File: src/rtl/baud_tick_pkg.sv
package baud_tick_pkg;
  typedef struct packed {
    logic tx_pop;
    logic line_valid;
    logic rx_in_pop;
    logic rx_push;
  } route_t;

  // Route decision for one frame pulse.
  function automatic route_t route_of(input logic tick, input logic loop,
                                      input logic tx_on, input logic rx_on,
                                      input logic tx_has, input logic rx_has);
    route_t r;
    logic   pop;
    pop          = tick & tx_on & tx_has;
    r.tx_pop     = pop;
    r.line_valid = pop & ~loop;
    r.rx_in_pop  = tick & ~loop & rx_on & rx_has;
    r.rx_push    = loop ? (pop & rx_on) : (tick & rx_on & rx_has);
    return r;
  endfunction
endpackage

File: src/rtl/baud_prescaler.sv
module baud_prescaler #(
  parameter int SEL_W = 2
) (
  input  logic             clk,
  input  logic             rst,
  input  logic             restart,
  input  logic [SEL_W-1:0] sel,
  output logic             strobe
);
  localparam int MAX_SHIFT = 2 * ((1 << SEL_W) - 1);
  localparam int CNT_W     = (MAX_SHIFT > 0) ? MAX_SHIFT : 1;

  logic [CNT_W-1:0] cnt_q;
  logic [CNT_W-1:0] limit;

  // Limit is 4^sel - 1; the shift wraps to zero at the top select.
  always_comb begin
    limit  = (CNT_W'(1) << {sel, 1'b0}) - CNT_W'(1);
    strobe = ~restart & (cnt_q == limit);
  end

  always_ff @(posedge clk) begin
    if (rst || restart) begin
      cnt_q <= '0;
    end else if (strobe) begin
      cnt_q <= '0;
    end else begin
      cnt_q <= cnt_q + CNT_W'(1);
    end
  end
endmodule

File: src/rtl/baud_frame_counter.sv
module baud_frame_counter #(
  parameter int DIV_W      = 8,
  parameter int OVERSAMPLE = 32
) (
  input  logic             clk,
  input  logic             rst,
  input  logic             restart,
  input  logic             step,
  input  logic [DIV_W-1:0] divisor,
  output logic             wrap
);
  localparam int OS_LOG = $clog2(OVERSAMPLE);
  localparam int FC_W   = DIV_W + OS_LOG;

  logic [FC_W-1:0] cnt_q;
  logic [FC_W-1:0] limit;

  // (N+1)*OVERSAMPLE - 1, modulo arithmetic covers the top divisor.
  always_comb begin
    limit = ((FC_W'(divisor) + FC_W'(1)) << OS_LOG) - FC_W'(1);
    wrap  = ~restart & step & (cnt_q == limit);
  end

  always_ff @(posedge clk) begin
    if (rst || restart) begin
      cnt_q <= '0;
    end else if (wrap) begin
      cnt_q <= '0;
    end else if (step) begin
      cnt_q <= cnt_q + FC_W'(1);
    end
  end
endmodule

File: src/rtl/baud_tick_router.sv
module baud_tick_router
  import baud_tick_pkg::*;
#(
  parameter int DATA_W = 8
) (
  input  logic              clk,
  input  logic              rst,
  input  logic              tick,
  input  logic              loop_en,
  input  logic              tx_en,
  input  logic              rx_en,
  input  logic              tx_avail,
  input  logic [DATA_W-1:0] tx_data,
  input  logic              rx_in_avail,
  input  logic [DATA_W-1:0] rx_in_data,
  output logic              frame_tick,
  output logic              tx_pop,
  output logic              line_valid,
  output logic [DATA_W-1:0] line_data,
  output logic              rx_in_pop,
  output logic              rx_push,
  output logic [DATA_W-1:0] rx_push_data
);
  route_t r_next;
  route_t r_q;

  always_comb begin
    r_next = route_of(tick, loop_en, tx_en, rx_en, tx_avail, rx_in_avail);
  end

  always_ff @(posedge clk) begin
    if (rst) begin
      r_q          <= '0;
      frame_tick   <= 1'b0;
      line_data    <= '0;
      rx_push_data <= '0;
    end else begin
      r_q        <= r_next;
      frame_tick <= tick;
      if (r_next.line_valid) begin
        line_data <= tx_data;
      end
      if (r_next.rx_push) begin
        rx_push_data <= loop_en ? tx_data : rx_in_data;
      end
    end
  end

  assign tx_pop     = r_q.tx_pop;
  assign line_valid = r_q.line_valid;
  assign rx_in_pop  = r_q.rx_in_pop;
  assign rx_push    = r_q.rx_push;
endmodule

File: src/rtl/baud_frame_tick_gen.sv
module baud_frame_tick_gen #(
  parameter int DATA_W     = 8,
  parameter int DIV_W      = 8,
  parameter int SEL_W      = 2,
  parameter int OVERSAMPLE = 32
) (
  input  logic              clk,
  input  logic              rst,
  input  logic [SEL_W-1:0]  clk_sel,
  input  logic [DIV_W-1:0]  divisor,
  input  logic              ext_clk_sel,
  input  logic              ext_clk_i,
  input  logic              loop_en,
  input  logic              tx_en,
  input  logic              rx_en,
  input  logic              tx_avail,
  input  logic [DATA_W-1:0] tx_data,
  input  logic              rx_in_avail,
  input  logic [DATA_W-1:0] rx_in_data,
  output logic              frame_tick,
  output logic              tx_pop,
  output logic              line_valid,
  output logic [DATA_W-1:0] line_data,
  output logic              rx_in_pop,
  output logic              rx_push,
  output logic [DATA_W-1:0] rx_push_data
);
  logic [SEL_W-1:0] sel_q;
  logic [DIV_W-1:0] div_q;
  logic             src_q;
  logic             ext_lvl_q;
  logic             cfg_changed;
  logic             restart;
  logic             step;
  logic             wrap;
  logic             ext_rise;
  logic             tick_next;

  // Configuration history: any value change restarts the counters.
  always_ff @(posedge clk) begin
    sel_q     <= clk_sel;
    div_q     <= divisor;
    src_q     <= ext_clk_sel;
    ext_lvl_q <= rst ? 1'b0 : ext_clk_i;
  end

  always_comb begin
    cfg_changed = (clk_sel != sel_q) | (divisor != div_q) | (ext_clk_sel != src_q);
    restart     = cfg_changed | ext_clk_sel;
    ext_rise    = ext_clk_sel & ext_clk_i & ~ext_lvl_q;
    tick_next   = ext_clk_sel ? ext_rise : wrap;
  end

  baud_prescaler #(.SEL_W(SEL_W)) u_pre (
    .clk     (clk),
    .rst     (rst),
    .restart (restart),
    .sel     (clk_sel),
    .strobe  (step)
  );

  baud_frame_counter #(.DIV_W(DIV_W), .OVERSAMPLE(OVERSAMPLE)) u_frame (
    .clk     (clk),
    .rst     (rst),
    .restart (restart),
    .step    (step),
    .divisor (divisor),
    .wrap    (wrap)
  );

  baud_tick_router #(.DATA_W(DATA_W)) u_route (
    .clk          (clk),
    .rst          (rst),
    .tick         (tick_next),
    .loop_en      (loop_en),
    .tx_en        (tx_en),
    .rx_en        (rx_en),
    .tx_avail     (tx_avail),
    .tx_data      (tx_data),
    .rx_in_avail  (rx_in_avail),
    .rx_in_data   (rx_in_data),
    .frame_tick   (frame_tick),
    .tx_pop       (tx_pop),
    .line_valid   (line_valid),
    .line_data    (line_data),
    .rx_in_pop    (rx_in_pop),
    .rx_push      (rx_push),
    .rx_push_data (rx_push_data)
  );
endmodule

File: config.mk
export PLATFORM = sky130hd
export DESIGN_NAME = baud_frame_tick_gen
export DESIGN_NICKNAME = d
export VERILOG_FILES = /design/src/rtl/baud_tick_pkg.sv /design/src/rtl/baud_prescaler.sv /design/src/rtl/baud_frame_counter.sv /design/src/rtl/baud_tick_router.sv /design/src/rtl/baud_frame_tick_gen.sv
export SDC_FILE = /design/constraint.sdc
export NUM_CORES = 1
export LEC_CHECK = 0
export ABC_CLOCK_PERIOD_IN_PS = 3600
export BUFFER_PORTS_ARGS = -buffer_cell sky130_fd_sc_hd__buf_2
export CAP_MARGIN = 20
export CORE_UTILIZATION = 45
export DETAILED_ROUTE_END_ITERATION = 6
export PLACE_DENSITY = 0.78
export SLEW_MARGIN = 20
export SYNTH_ARGS = -nofsm -noshare
export SYNTH_HDL_FRONTEND = slang
export SYNTH_SLANG_ARGS = --single-unit
File: constraint.sdc
create_clock -name clk -period 3.6 [get_ports clk]
set_input_delay 0.9 -clock clk [delete_from_list [all_inputs] [get_ports clk]]
set_output_delay 0.9 -clock clk [all_outputs]
set_load 0.01 [all_outputs]
==> flow_summary.toml <==
[synthesis]
yosysMostFrequentCell = "dfxtp_1"
ys_top_cells_by_area = "dfxtp_1, xnor2_1, xor2_1"
yosysTopAreaCellShare = 0.4213
yosys_warnings = 0
synth_seq_cells = 52
async_flop_share = 0
synth_common_cells = "dfxtp_1, nor2_1, xnor2_1, xor2_1, a32o_1"
syn-num-nets = 301
ys_types = 45
seq_area_frac_synth = 0.4213
syn_area_mm2 = 0.002471
avgSynthCellArea_um2 = 9.432
syn_inst = 262
synth_flop_cell = "dfxtp_1"
synth_area_leader_cell = "dfxtp_1"
synth_edf_count = 0

[cells_and_area]
synthToLayoutAreaGrowth_pct = 18.48
final_layout_size_suffix_gt1_frac = 0.2358
finish.net_count = 356
final_area_mm2 = 0.002928
antennaDiodeCount = 0

[detailed_routing]
ant_nets = 0
vias = 2101
drt_pass1_iterations = 4
viasPerCell = 5.415
drc = 0
drtIter0Drc = 155
wl_per_cell_um = 13.84
drt-total-wl_um = 5370

[power_and_ir_drop]
vdd_drop_max_mv = 0.2020
total_power_mw = 1.110
powerDensity_mw_per_mm2 = 379.2
p_leak_nw = 1.214

[clocking]
clkSinkCount = 52
clk_latency_ns = 0.31
root_buffer = "clkbuf_8"
cts_setup_buffers = 0
numCtsBuffers = 5
clockBufferDepth = 2
h-tree-depth = 2
postCtsHoldBufs = 0
cts_resized = 0
cts_tree = "yes"
cts.clk_slew.worst_paths_ns = 0.09

[hold_path]
hold_path_class = "register to register"

[timing]
fin_skew_ns = 0.008810
slew_violations = 0
worstMarginPinSlew_ns = 0.7204
rsz0062_at_grt = "false"
fmax_ghz = 0.3130
finalHoldViolCount = 0
timing.setup.tns_ns = 0
slew_headroom = 0.5175
fin_crit_sh = 0.8876
timing.hold.ws_ns = 0.4702
finalSetupViolations = 0
fin_crit_ns = 3.195

[die]
row_count = 26
io_pins = 56
die-area_mm2 = 0.005792
die_h_um = 76.11
fp.coreArea_mm2 = 0.005205
start_util = 0.4748
die_w_um = 76.11

[global_route]
grt_pass1_wl_um = 9032
antenna_found_initial = 0
grt_overflow = 0
grt_pass1_vias = 1952
grt_use_total = 0.1927
grt_max_degree = 27

[place]
port-buffer-count = 55
globalplace.congestion = 0.8318
hpwl_um = 3950
place_area_mm2 = 0.002816

[flow_run]
max_cap_violations = 0

[critical_path]
end_kind = "register"
cp_max_fo = 16
crit_required_ns = 3.84
path_class = "primary input to register"
arrival_ns = 3.44
start_kind = "primary input"

[status]
outcome = "completed"
## placed cells by master, fill, tap and decap left out, types with 2 or more instances in the layout
cell	count
buf_2	55
dfxtp_1	52
nor2_1	31
xnor2_1	22
xor2_1	20
a32o_1	16
nand3_1	14
nand2_1	10
nor2b_1	10
mux2i_1	9
nor3_1	8
nand4_1	7
and3_1	6
buf_4	6
clkbuf_8	5
ha_1	4
inv_1	3
a21oi_1	3
or3_1	3
nand2b_1	2
or2_2	2
o31ai_1	2
a31oi_1	2
and3b_1	2
## per-layer routing
metal	routed length, um	global-route usage	up-vias
met1	2476	0.2532	999
met2	2624	0.3100	45
li1	-	-	1046
met4	106	0.07308	0
met3	162	0.04072	11
met5	0	0	-
## cell type report
| type | count | area, um^2 |
|---|---|---|
| Clock buffer | 5 | 68.82 |
| Timing Repair Buffer | 61 | 320.3 |
| Fill cell | 489 | 2277 |
| Sequential cell | 52 | 1041 |
| Tap cell | 70 | 87.58 |
| Clock inverter | 3 | 42.54 |
| Inverter | 3 | 11.26 |
| Multi-Input combinational cell | 194 | 1356 |
## cell families after synthesis
kind of cell,after synthesis,synth area share
multiplexers,9,0.03646
XOR/XNOR,42,0.1489
buffers and inverters,16,0.02987
AND/OR/NAND/NOR,103,0.2182
AO/OA/AOI/OAI,36,0.1251
flip-flops,52,0.4213
adder cells (fa/ha/maj),4,0.02025
## stage by stage
step / instances / setup slack [ns] / util
2_1_floorplan: 262 / 0.5270 / -
3_3_place_gp: 380 / 0.2125 / 0.5411
3_5_place_dp: 380 / 0.1054 / 0.5411
4_1_cts: 388 / 0.4285 / 0.5625
5_1_grt: 388 / 0.2621 / 0.5625
6_report: 388 / 0.4046 / 0.5625
## registers in the layout, summed over array words and instances (netlist names)
name and flops:
sel_q 2, u_pre.cnt_q 6, u_route.line_data 8, u_route.rx_in_pop 1, u_route.rx_push 1, src_q 1, u_frame.cnt_q 13, u_route.rx_push_data 8
u_route.tx_pop 1, ext_lvl_q 1, u_route.frame_tick 1, u_route.line_valid 1, div_q 8
## worst max-delay path, stage by stage
cell and delay (ns):
buf_2 0.19, ha_1 0.27, xnor2_1 0.14, nand3b_1 0.12, or4_4 0.51, o211a_1 0.24
o32a_1 0.38, o21ai_2 0.24, buf_4 0.26, a32o_1 0.18
## power by group
group / total (mW) / switching, mW / internal (mW) / leakage (nW)
clock: 0.397 / 0.191 / 0.206 / 0.0541
combinational: 0.124 / 0.0678 / 0.0560 / 0.736
sequential: 0.589 / 0.00437 / 0.585 / 0.424
## final timing paths
check | from | cells past startpoint | to | slack [ns]
setup / recovery | divisor[0] | 10 | u_route.rx_push_data[4] | 0.40
hold / removal | u_route.line_data[3] | 1 | u_route.line_data[3] | 0.47
setup reg to reg | u_pre.cnt_q[0] | 8 | u_route.rx_push_data[4] | 0.93
hold reg to reg | u_route.line_data[3] | 1 | u_route.line_data[3] | 0.47
No activity file was read; power rests on OpenSTA's default activity.
